==> src/rtl/irq_pkg.sv <==
package irq_pkg;
  localparam int SRC_N = 4;
  localparam int IDX_W = 2;

  typedef enum logic [1:0] {
    OP_MASK_SET = 2'd0,
    OP_MASK_CLR = 2'd1,
    OP_PEND_CLR = 2'd2,
    OP_GLOBAL   = 2'd3
  } irq_op_e;
endpackage

==> src/rtl/irq_pend_bank.sv <==
module irq_pend_bank #(
  parameter int N = 4
) (
  input  logic         clk,
  input  logic         rst_n,
  input  logic [N-1:0] req_i,
  input  logic [N-1:0] clr_i,
  output logic [N-1:0] pend_o
);
  logic [N-1:0] req_q;

  for (genvar k = 0; k < N; k++) begin : g_src
    logic rise;
    assign rise = req_i[k] & ~req_q[k];

    always_ff @(posedge clk) begin
      if (!rst_n) begin
        req_q[k]  <= 1'b0;
        pend_o[k] <= 1'b0;
      end else begin
        req_q[k] <= req_i[k];
        // a new edge outranks a simultaneous software clear
        if (rise)          pend_o[k] <= 1'b1;
        else if (clr_i[k]) pend_o[k] <= 1'b0;
      end
    end
  end
endmodule

==> src/rtl/irq_gate_ctl.sv <==
module irq_gate_ctl
  import irq_pkg::*;
#(
  parameter int N = SRC_N
) (
  input  logic         clk,
  input  logic         rst_n,
  input  logic         wr_en_i,
  input  irq_op_e      op_i,
  input  logic [N-1:0] data_i,
  input  logic         take_i,
  output logic [N-1:0] mask_o,
  output logic         ien_o
);
  always_ff @(posedge clk) begin
    if (!rst_n) begin
      mask_o <= '0;
    end else if (wr_en_i) begin
      case (op_i)
        OP_MASK_SET: mask_o <= mask_o | data_i;
        OP_MASK_CLR: mask_o <= mask_o & ~data_i;
        default:     mask_o <= mask_o;
      endcase
    end
  end

  always_ff @(posedge clk) begin
    if (!rst_n)                              ien_o <= 1'b0;
    else if (take_i)                         ien_o <= 1'b0;
    else if (wr_en_i && op_i == OP_GLOBAL)   ien_o <= data_i[0];
  end
endmodule

==> src/rtl/irq_prio_enc.sv <==
module irq_prio_enc
  import irq_pkg::*;
(
  input  logic [SRC_N-1:0] gated_i,
  output logic [IDX_W-1:0] code_o,
  output logic             any_o
);
  logic hi_bit, lo_bit;

  always_comb begin
    hi_bit = ~gated_i[0] & ~gated_i[1];
    lo_bit = (~gated_i[0] & gated_i[1]) | (~gated_i[0] & ~gated_i[2]);
    code_o = {hi_bit, lo_bit};
    any_o  = |gated_i;
  end
endmodule

==> src/rtl/irq_vector_ctrl.sv <==
module irq_vector_ctrl
  import irq_pkg::*;
#(
  parameter int               VEC_W    = 8,
  parameter logic [VEC_W-1:0] VEC_BASE = 8'h40
) (
  input  logic             clk,
  input  logic             rst_n,
  input  logic [SRC_N-1:0] req_i,
  input  logic             wr_en_i,
  input  logic [1:0]       wr_addr_i,
  input  logic [SRC_N-1:0] wr_data_i,
  input  logic             take_i,
  output logic             irq_o,
  output logic             ist_o,
  output logic             vec_oe_o,
  output logic [VEC_W-1:0] vec_o
);
  irq_op_e          op;
  logic [SRC_N-1:0] clr_sel;
  logic [SRC_N-1:0] pend_q;
  logic [SRC_N-1:0] mask_q;
  logic             ien_q;
  logic [IDX_W-1:0] code;
  logic             any_req;
  logic [VEC_W-1:0] vec_full;

  assign op      = irq_op_e'(wr_addr_i);
  assign clr_sel = (wr_en_i && op == OP_PEND_CLR) ? wr_data_i : '0;

  irq_pend_bank #(.N(SRC_N)) u_pend (
    .clk    (clk),
    .rst_n  (rst_n),
    .req_i  (req_i),
    .clr_i  (clr_sel),
    .pend_o (pend_q)
  );

  irq_gate_ctl #(.N(SRC_N)) u_gate (
    .clk     (clk),
    .rst_n   (rst_n),
    .wr_en_i (wr_en_i),
    .op_i    (op),
    .data_i  (wr_data_i),
    .take_i  (take_i),
    .mask_o  (mask_q),
    .ien_o   (ien_q)
  );

  irq_prio_enc u_enc (
    .gated_i (pend_q & mask_q),
    .code_o  (code),
    .any_o   (any_req)
  );

  assign vec_full = {VEC_BASE[VEC_W-1:IDX_W], code};
  assign ist_o    = any_req;
  assign irq_o    = ien_q & any_req;
  assign vec_oe_o = take_i;
  assign vec_o    = take_i ? vec_full : '0;
endmodule

==> config.mk <==
export PLATFORM = sky130hd
export DESIGN_NAME = irq_vector_ctrl
export DESIGN_NICKNAME = d
export VERILOG_FILES = /design/src/rtl/irq_pkg.sv /design/src/rtl/irq_pend_bank.sv /design/src/rtl/irq_gate_ctl.sv /design/src/rtl/irq_prio_enc.sv /design/src/rtl/irq_vector_ctrl.sv
export SDC_FILE = /design/constraint.sdc
export NUM_CORES = 1
export LEC_CHECK = 0
export BUFFER_PORTS_ARGS = -buffer_cell sky130_fd_sc_hd__clkbuf_2
export CAP_MARGIN = 20
export CORE_MARGIN = 5
export CORE_UTILIZATION = 38
export DETAILED_ROUTE_END_ITERATION = 8
export PLACE_DENSITY_LB_ADDON = 0.3
export SKIP_LAST_GASP = 1
export SLEW_MARGIN = 10
export SYNTH_ARGS = -nofsm -noshare
export SYNTH_HDL_FRONTEND = slang
export SYNTH_SLANG_ARGS = --single-unit
==> constraint.sdc <==
create_clock -name clk -period 1 [get_ports clk]
set_input_delay 0.1 -clock clk [delete_from_list [all_inputs] [get_ports clk]]
set_output_delay 0.1 -clock clk [all_outputs]
set_load 0.05 [all_outputs]
==> key figures, run 1 <==
Critical path
  • WP data arrival: roughly 1.3 ns
  • Top Family by Delay on Critical Path: flip-flops
  • CP max stage cell: dfxtp_2
  • Critical-path maximum fanout: 2
  • Worst path max stage delay: ~0.33 ns
  • Critical-path cell list: a22oi_2 -> nand3_4 -> and2_4 -> clkbuf_16
  • Crit path kind: flip-flop to output port
  • CP startpoint kind: flip-flop
  • Worst Path Required: about 0.90 ns
  • Worst Path Buf+Inv: 1
  • CP endpoint kind: output port

Synth
  • Mapped Avg Cell Area: 9.27 µm²
  • Seq/Total Area, Yosys: a little over two fifths
  • Mapped Cells: 64
  • Post-Synthesis Cell Area: a little under 600 µm²
  • Seq cells post-synth: 13
  • Cell variety after synth: 19
  • Ys Warns: 0

Die
  • Initial cell density of the core: about two fifths
  • Die width: 49.5 µm
  • Io pins: 25
  • Die Y: 49.5 µm
  • Rows: 14
  • CORE AREA: ~1500 µm²
  • Full die area: roughly 2500 µm²

Global routing
  • Overflow after GRT: 0
  • Global-route wire length before repair: 2.05 mm
  • Vias in the first global route: between 400 and 500
  • Total track usage: between 10% and 20%
  • Pin count of the biggest net entering global routing: 15
  • Antenna violations before repair: 0

Clock network
  • CTS Root Cell: clkbuf_4
  • Post-CTS Setup Inserts: 0
  • Clock tree buffer depth: 2
  • Cts hold-fix bufs: 0
  • H-Tree Level Count: 1
  • CTS tree: built
  • Clock Latency Late Sink: 0.28 ns
  • Cts bufs inserted: 3
  • Clock Sinks: 13
  • Clock slew at reported path FFs: roughly 0.080 ns

Timing
  • Fin Clk Skew: 0.00652 ns
  • Hold violation count in the final report: 0
  • Fin. max-slew vios: 0
  • RSZ-0062 raised after global routing: yes
  • Endpoints failing setup: 4
  • Fin crit share: 135%
  • Max Freq: approximately 0.74 GHz
  • Worst setup slack after layout: -0.348 ns
  • Tmin final: approximately 1.3 ns

Placed design
  • PortBufs: 19
  • Worst slack, placed: -0.149 ns
  • Cell Area, Placed: between 700 and 800 µm²
  • HPWL after DPL: between 1 and 1.5 mm
  • RD Place Congestion: approximately 0.7

Routing
  • DRT antenna net count: 0
  • First-pass DRT Iterations: 1
  • Vias/cell: between 4 and 5
  • # DRC: 0
  • DR WL/cell: approximately 13 µm
  • Vias: 475
  • Post-Route WL: between 1 and 1.5 mm
  • Starting DRT DRC Count: 0

Finish
  • Post-route core utilization: 56.3%
  • Number of fill cells: between 100 and 150
  • Fraction of layout cells with a size suffix above 1: between 40 and 50%
  • Antenna diode instance count: 0
  • Final Cell Area: roughly 840 µm²
  • Area grow syn2layout: 41.4%
  • Final #Nets: about 100

Pwr
  • Int Power: about 0.8 mW
  • Clock Power Share: around 28%
  • Flop pwr share: around half
  • Part of the power in combinational logic: a little over a fifth
  • Cell Pwr Density: approximately 1400 nW/µm²
  • Psw: ~0.34 mW
  • Switch share: 29.7%
  • Pleak: between 0.4 and 0.5 nW
  • Worst VDD drop: 1040 µV

Outcome
  • Violated checks: negative setup slack
  • Status: complete, but fails checks

Min path
  • Hold crit path type: input pin to flip-flop

Job
  • Max-Cap Viols: 0
## cells in the final DEF, fill, tap and decap left out, drive strengths merged
cell,synthesis,routed
buf,8,6
nor2b,4,4
dfxtp,13,13
a31oi,1,1
nand2b,1,1
nand2,11,11
and2,5,5
a22oi,1,1
clkbuf,0,21
mux2i,5,5
a21boi,4,4
o21a,4,4
a21oi,1,1
conb,1,5
and2b,1,1
nor3b,1,1
nand3,2,2
and3b,1,1
## cell type report
cell class	count	area (µm²)	share of cell area, %
timing repair buffer	23	171	20.4
sequential	13	267	31.8
tap	16	20.0	2.39
multi-input combinational	47	354	42.2
clock buffer	4	26.3	3.13
## through the flow
| step | std cells | TNS, ns | total power, mW | hold slack, ns |
|---|---|---|---|---|
| global route | 103 | -1.15 | 1.19 | 0.0302 |
| global placement | 99 | -0.222 | 0.786 | 0.315 |
| floorplan | 68 | -0.324 | 0.741 | 0.176 |
| detailed placement | 99 | -0.265 | 0.791 | 0.315 |
| CTS | 103 | -0.990 | 1.13 | 0.0253 |
| finish | 103 | -0.963 | 1.13 | 0.0288 |
## cells in the mapped netlist (all sizes together)
cell type,count,area (µm²)
and2b,1,7.51
a31oi,1,6.26
dfxtp,13,260
conb,1,3.75
a22oi,1,7.51
a21boi,4,33.8
o21a,4,30.0
nand3,2,10.0
nand2b,1,6.26
nor3b,1,7.51
a21oi,1,5.00
nand2,11,41.3
and3b,1,10.0
buf,8,57.6
nor2b,4,25.0
mux2i,5,50.1
and2,5,31.3
## per-layer routing
metal | vias to the layer above | track usage [%] | share of wire (%)
met3 | 4 | 4.82 | 9.4
met1 | 203 | 11.1 | 40
met4 | 0 | 7.86 | 2.8
li1 | 248 | - | -
met5 | - | 0 | 0
met2 | 20 | 19.3 | 48
## worst paths after layout
path | startpoint | endpoint | slack (ns) | cells after the start
setup / recovery | flip-flop | irq_o | -0.35 | 4
hold reg to reg | flip-flop | flip-flop | 0.47 | 2
setup reg to reg | u_pend.pend_o[1] | u_pend.pend_o[1] | 0.14 | 3
hold / removal | req_i[0] | u_pend.req_q[0] | 0.03 | 2
## power groups by stage
stage | registers [mW] | logic [mW] | clock network, mW
3_3_place_gp | 0.566 | 0.220 | 0
3_5_place_dp | 0.569 | 0.222 | 0
4_1_cts | 0.560 | 0.234 | 0.338
6_report | 0.563 | 0.248 | 0.323
5_1_grt | 0.567 | 0.264 | 0.358
2_1_floorplan | 0.568 | 0.173 | 0
## kinds of logic after synthesis
family	Yosys count	synth area share [%]
AND/OR/NAND/NOR	26	23.4
multiplexers	5	8.44
other	1	0.632
AO/OA/AOI/OAI	11	13.9
flip-flops	13	43.9
buffers and inverters	8	9.70
## repair_timing
action                     in CTS  in global routing
pin swaps                       5                  2
setup endpoints to repair       4                  4
gates resized for setup        14                 10
Power figures use the tool's default switching activity.
==> run 2: changes to the inputs <==
--- a/config.mk
+++ b/config.mk
@@ -8,7 +8,7 @@
 export BUFFER_PORTS_ARGS = -buffer_cell sky130_fd_sc_hd__clkbuf_2
 export CAP_MARGIN = 20
 export CORE_MARGIN = 5
-export CORE_UTILIZATION = 38
+export CORE_UTILIZATION = 30
 export DETAILED_ROUTE_END_ITERATION = 8
 export PLACE_DENSITY_LB_ADDON = 0.3
 export SKIP_LAST_GASP = 1
==> run 2 against run 1 <==
Compared with the run above: the run still ends with negative setup slack left; cell count increased by 13%; core utilization fell by 9.9 points; routed wire length is 3.5% lower; critical path depth is the same; die area is 21% higher; hold slack improved by 0.0098 ns; worst setup slack improved by 0.025 ns; via count is 1.5% higher; sequential power barely moved; register-to-register slack better by 0.02 ns; count of clock-buffer cells in the layout stayed put; sequential cell count stayed put; critical path type unchanged; critical endpoint unchanged; largest power group unchanged.
==> key figures, run 2 (same netlist as run 1, synthesis figures left out) <==
Finish
  • Fraction of layout cells with a size suffix above 1: 47.2% (+0.065 points)
  • Antenna diode instance count: 0 (unchanged)
  • Area grow syn2layout: 50.4%
  • Number of fill cells: 198 (+36%)
  • Most common library cell in the layout ignoring fill and taps: clkbuf_2
  • Final std cells w/o fill: 116 (+13%)
  • Final #Nets: 104 (+2.0%)
  • Most frequent cells in the layout: clkbuf_2, dfxtp_1, nand2_1, mux2i_1, conb_1

Pwr
  • Flop pwr share: 49.1% (-0.6 points)
  • Part of the power in combinational logic: 23.3% (+1.4 points)
  • Clock Power Share: 27.6% (-0.9 points)
  • Total power: 1.14 mW (+0.81%)
  • Cell Pwr Density: 1280 nW/µm² (-5.3%)
  • Int Power: 0.812 mW (+1.9%)
  • Pleak: 0.428 nW (+4.6%)
  • Worst VDD drop: 538 µV (-48%)
  • Switch share: 29.0% (-0.74 points)
  • Psw: 0.332 mW (-1.7%)

Routing
  • DR WL/cell: 11.0 µm (-14%)
  • First-pass DRT Iterations: 1 (unchanged)
  • Starting DRT DRC Count: 0 (unchanged)
  • # DRC: 0 (unchanged)
  • Post-Route WL: 1.28 mm (-3.5%)
  • Vias: 482 (+1.5%)
  • DRT antenna net count: 0 (unchanged)
  • Vias/cell: 4.16 (-9.9%)

Critical path
  • Crit path kind: flip-flop to output port
  • FF-to-FF setup slack: 0.16 ns (+0.02 ns)
  • Worst r2r dst: u_pend.pend_o[2]
  • Reg2reg start: u_pend.pend_o[2]
  • CP endpoint kind: output port
  • Worst Path Required: 0.90 ns (about the same)
  • Cell depth of the worst flop-to-flop path: 3 (unchanged)
  • WP data arrival: 1.22 ns (-0.03 ns)
  • Critical-path maximum fanout: 2 (unchanged)
  • CP startpoint kind: flip-flop

Clock network
  • CTS tree: built
  • Clock slew at reported path FFs: 0.08 ns (about the same)
  • Clock Sinks: 13 (unchanged)
  • CTS Root Cell: clkbuf_4
  • Cts hold-fix bufs: 0 (unchanged)
  • H-Tree Level Count: 1 (unchanged)
  • Post-CTS Setup Inserts: 0 (unchanged)
  • Clock Latency Late Sink: 0.27 ns (about the same)
  • Cts bufs inserted: 3 (unchanged)
  • Clock tree buffer depth: 2 (unchanged)

Timing
  • Fin crit share: 132% (-2.5 points)
  • Fin. max-slew vios: 0 (unchanged)
  • Endpoints failing setup: 4 (unchanged)
  • Max Freq: 0.756 GHz (+1.9%)
  • RSZ-0062 raised after global routing: yes
  • Fin Hold WS: 0.0386 ns (+0.00976 ns)
  • Fin Clk Skew: 0.000205 ns (-0.00631 ns)
  • Worst setup slack after layout: -0.323 ns (+0.0253 ns)
  • Hold violation count in the final report: 0 (unchanged)
  • Tmin final: 1.32 ns (-0.0253 ns)

Die
  • Io pins: 25 (unchanged)
  • Rows: 16 (+2)
  • Die width: 54.5 µm (+10%)
  • CORE AREA: 1920 µm² (+29%)
  • Initial cell density of the core: 30.9% (-9.0 points)
  • Die Y: 54.5 µm (+10%)
  • Full die area: 2970 µm² (+21%)

Placed design
  • Worst slack, placed: -0.174 ns (-0.0245 ns)
  • Total placed cells including tap cells: 112 (+13%)
  • RD Place Congestion: 0.713 (+3.6%)
  • PortBufs: 19 (unchanged)
  • HPWL after DPL: 1.03 mm (+2.7%)

Global routing
  • Overflow after GRT: 0 (unchanged)
  • Global-route wire length before repair: 2.20 mm (+7.4%)
  • Pin count of the biggest net entering global routing: 15 (unchanged)
  • Total track usage: 10.8% (-0.64 points)
  • Vias in the first global route: 524 (+11%)
  • Antenna violations before repair: 0 (unchanged)

Min path
  • Hold depth: 2 (unchanged)
  • Hold path startpoint: req_i[3]
  • WHS Endpoint: u_pend.req_q[3]
  • Hold crit path type: input pin to flip-flop

Outcome
  • Status: complete, but fails checks
  • Violated checks: negative setup slack

Job
  • Max-Cap Viols: 0 (unchanged)
[run 2: cell types whose count changed in the layout (fill, tap and decap cells not counted), sizes merged]
cell,before,now
buf,6,8
[run 2: through the flow]
stage                     util [%]  setup TNS, ns  area, µm²
final                         46.4          -1.07        892
after global routing          46.4          -1.38        892
after CTS                     46.3          -1.17        890
after detailed placement      39.8         -0.507        764
after global placement        39.8         -0.404        764
after floorplan                  -         -0.324        633
[run 2: final cells by class]
type | instances | area, µm² | share of cell area (%)
repair buffers | 25 | 213 | 23.8
clock buffers | 4 | 26.3 | 2.95
multi-input cells | 47 | 354 | 39.7
well taps | 27 | 33.8 | 3.79
flip-flops and latches | 13 | 265 | 29.7
[run 2: power groups by stage]
stage	Combinational (mW)	Clock, mW	Sequential (mW)
finish	0.266	0.315	0.562
global route	0.288	0.368	0.565
CTS	0.268	0.337	0.562
detailed placement	0.239	0	0.568
global placement	0.236	0	0.567
floorplan	0.173	0	0.568
[run 2: worst max-delay path by stage]
| stage | start | endpoint | slack [ns] | depth (start not counted) |
|---|---|---|---|---|
| after detailed placement | u_pend.pend_o[3] | irq_o | -0.17 | 4 |
| final | flip-flop | irq_o | -0.32 | 4 |
| after floorplan | u_pend.pend_o[1] | vec_o[0] | -0.14 | 2 |
| after global routing | flip-flop | irq_o | -0.40 | 4 |
| after CTS | flip-flop | irq_o | -0.34 | 4 |
| after global placement | u_pend.pend_o[3] | irq_o | -0.14 | 4 |
[run 2: metal layers]
metal | routed length [µm] | global-route usage, % | part of all wire (%) | up-vias
met5 | 0 | 0 | 0 | -
met4 | 0 | 6.22 | 0 | 0
met3 | 103 | 3.81 | 8.1 | 0
met2 | 654 | 19.3 | 51 | 15
met1 | 519 | 10.6 | 41 | 216
li1 | - | - | - | 251
[run 2: timing repair]
item / 4_1_cts / 5_1_grt
endpoints found under the setup margin: 4 / 4
pin swaps: 6 / 0
gates resized for setup: 21 / 2
[run 2: worst max-delay path, stage by stage (launching register included)]
cell and delay [ns]:
dfxtp_2 0.33, a22oi_2 0.22, nand3_4 0.09, and2_4 0.15, clkbuf_16 0.16
==> run 3: changes to the inputs <==
--- a/config.mk
+++ b/config.mk
@@ -9,6 +9,7 @@
 export CAP_MARGIN = 20
 export CORE_MARGIN = 5
 export CORE_UTILIZATION = 30
+export CTS_BUF_LIST = sky130_fd_sc_hd__clkbuf_4 sky130_fd_sc_hd__clkbuf_8
 export DETAILED_ROUTE_END_ITERATION = 8
 export PLACE_DENSITY_LB_ADDON = 0.3
 export SKIP_LAST_GASP = 1
==> run 3 against run 2 <==
Compared with the run above: count of clock-buffer cells in the layout did not move; core utilization rose by 0.20 points; via count rose by 0.41%; final area rose by 0.42%; non-clock buffer count did not move; sequential power barely moved; die area did not move; clock power rose by 8.3%; register-to-register slack barely moved; worst setup slack improved by 0.0014 ns; critical path depth did not move; hold slack got worse by 0.00073 ns; the run still ends with negative setup slack left.
==> key figures, run 3 (same netlist as run 1, synthesis figures left out) <==
Global routing
  • Overflow after GRT: 0 (unchanged)
  • Global-route wire length before repair: 2.19 mm (-0.32%)
  • Antenna violations before repair: 0 (unchanged)
  • Vias in the first global route: 527 (+0.57%)
  • Total track usage: 10.7% (-0.056 points)
  • Pin count of the biggest net entering global routing: 15 (unchanged)

Critical path
  • Crit path kind: flip-flop to output port
  • Critical-path maximum fanout: 2 (unchanged)
  • Worst Path Required: 0.90 ns (about the same)
  • WP data arrival: 1.22 ns (about the same)
  • Worst path max stage delay: 0.33 ns (about the same)
  • CP startpoint kind: flip-flop
  • Worst Path Buf+Inv: 1 (unchanged)
  • Critical-path cell list: a22oi_2 -> nand3_4 -> and2_4 -> clkbuf_16
  • Top Family by Delay on Critical Path: flip-flops
  • CP endpoint kind: output port
  • CP max stage cell: dfxtp_2

Routing
  • # DRC: 0 (unchanged)
  • Vias: 484 (+0.41%)
  • First-pass DRT Iterations: 1 (unchanged)
  • Post-Route WL: 1.28 mm (about the same)
  • Starting DRT DRC Count: 0 (unchanged)
  • Vias/cell: 4.17 (+0.41%)
  • DRT antenna net count: 0 (unchanged)
  • DR WL/cell: 11.0 µm (about the same)

Die
  • Full die area: 2970 µm² (unchanged)
  • CORE AREA: 1920 µm² (unchanged)
  • Die width: 54.5 µm (unchanged)
  • Die Y: 54.5 µm (unchanged)
  • Io pins: 25 (unchanged)
  • Rows: 16 (unchanged)
  • Initial cell density of the core: 30.9% (unchanged)

Timing
  • Tmin final: 1.32 ns (-0.00145 ns)
  • Hold violation count in the final report: 0 (unchanged)
  • RSZ-0062 raised after global routing: yes
  • Max Freq: 0.757 GHz (+0.11%)
  • Fin crit share: 132% (-0.14 points)
  • Fin. max-slew vios: 0 (unchanged)
  • Endpoints failing setup: 4 (unchanged)
  • Fin Clk Skew: 0.000205 ns (unchanged)
  • Fin Hold WS: 0.0378 ns (-0.000727 ns)
  • Worst setup slack after layout: -0.321 ns (+0.00145 ns)

Finish
  • Fraction of layout cells with a size suffix above 1: 48.3% (+1.1 points)
  • Final #Nets: 104 (unchanged)
  • Most common library cell in the layout ignoring fill and taps: clkbuf_2
  • Post-route core utilization: 46.6% (+0.20 points)
  • Area grow syn2layout: 51.1%
  • Final std cells w/o fill: 116 (unchanged)
  • Antenna diode instance count: 0 (unchanged)
  • Most frequent cells in the layout: clkbuf_2, dfxtp_1, nand2_1, mux2i_1, conb_1

Clock network
  • CTS tree: built
  • CTS Root Cell: clkbuf_4
  • Clock Latency Late Sink: 0.27 ns (about the same)
  • Post-CTS Setup Inserts: 0 (unchanged)
  • Clock tree buffer depth: 2 (unchanged)
  • Clock Sinks: 13 (unchanged)
  • Clock slew at reported path FFs: 0.08 ns (about the same)
  • Cts bufs inserted: 3 (unchanged)
  • H-Tree Level Count: 1 (unchanged)

Placed design
  • HPWL after DPL: 1.03 mm (unchanged)
  • RD Place Congestion: 0.713 (unchanged)
  • Total placed cells including tap cells: 112 (unchanged)
  • PortBufs: 19 (unchanged)

Job
  • Max-Cap Viols: 0 (unchanged)

Pwr
  • Worst VDD drop: 631 µV (+17%)
  • Cell Pwr Density: 1310 nW/µm² (+1.8%)
  • Pleak: 0.432 nW (+0.80%)

Min path
  • Hold crit path type: input pin to flip-flop

Outcome
  • Violated checks: negative setup slack
  • Status: complete, but fails checks
==> run 3: changes by cell type in the layout (fill, tap and decap cells not counted) <==
cell | previous run | this run
clkbuf_1 | 1 | 0
clkbuf_4 | 3 | 4
==> run 3: where the power goes <==
part | switching [mW] | leakage [nW] | total [mW] | internal (mW)
combinational | 0.155 | 0.305 | 0.267 | 0.111
sequential | 0.0154 | 0.109 | 0.562 | 0.546
clock | 0.159 | 0.0184 | 0.341 | 0.182
==> run 3: routing by layer <==
| metal | global-route usage [%] | part of all wire (%) | up-vias | wire (µm) |
|---|---|---|---|---|
| met3 | 3.81 | 8.1 | 0 | 103 |
| met4 | 6.22 | 0 | 0 | 0 |
| li1 | - | - | 252 | - |
| met5 | 0 | 0 | - | 0 |
| met1 | 10.5 | 40 | 217 | 517 |
| met2 | 19.3 | 51 | 15 | 656 |
==> run 3: what timing repair did <==
| action | CTS | global route |
|---|---|---|
| hold buffers | 0 | 0 |
| pin swaps | 6 | 0 |
| cloned | 0 | 0 |
| setup endpoints to repair | 4 | 4 |
| gates resized for setup | 21 | 2 |
==> run 3: worst register-to-register path, delay by kind of cell, from the launching register on <==
kind / cells / cell delay, ns
AOI/OAI and AO/OA: 2 / 0.28
DFF: 1 / 0.32
buffers and inverters: 1 / 0.14
==> run 3: final cells by class <==
| class | count | area (µm²) |
|---|---|---|
| timing repair buffer | 25 | 213 |
| clock buffer | 4 | 30.0 |
| tap | 27 | 33.8 |
| multi-input combinational | 47 | 354 |
| fill | 199 | 1030 |
| sequential | 13 | 265 |
==> run 3: path summary, 6_finish.rpt <==
path,start,to,slack [ns],cells after the start
worst max register to register,u_pend.pend_o[2],u_pend.pend_o[2],0.16,3
worst min-delay path,req_i[3],u_pend.req_q[3],0.04,2
worst min register to register,flip-flop,flip-flop,0.48,2
worst max-delay path,flip-flop,irq_o,-0.32,4
==> run 3: per-stage QoR <==
| step | power [mW] | setup slack [ns] | setup TNS, ns | instance area [µm²] |
|---|---|---|---|---|
| final | 1.17 | -0.321 | -1.07 | 896 |
| after global placement | 0.803 | -0.140 | -0.404 | 764 |
| after detailed placement | 0.807 | -0.174 | -0.507 | 764 |
| after floorplan | 0.741 | -0.136 | -0.324 | 633 |
| after CTS | 1.19 | -0.339 | -1.17 | 893 |
| after global routing | 1.25 | -0.401 | -1.37 | 896 |
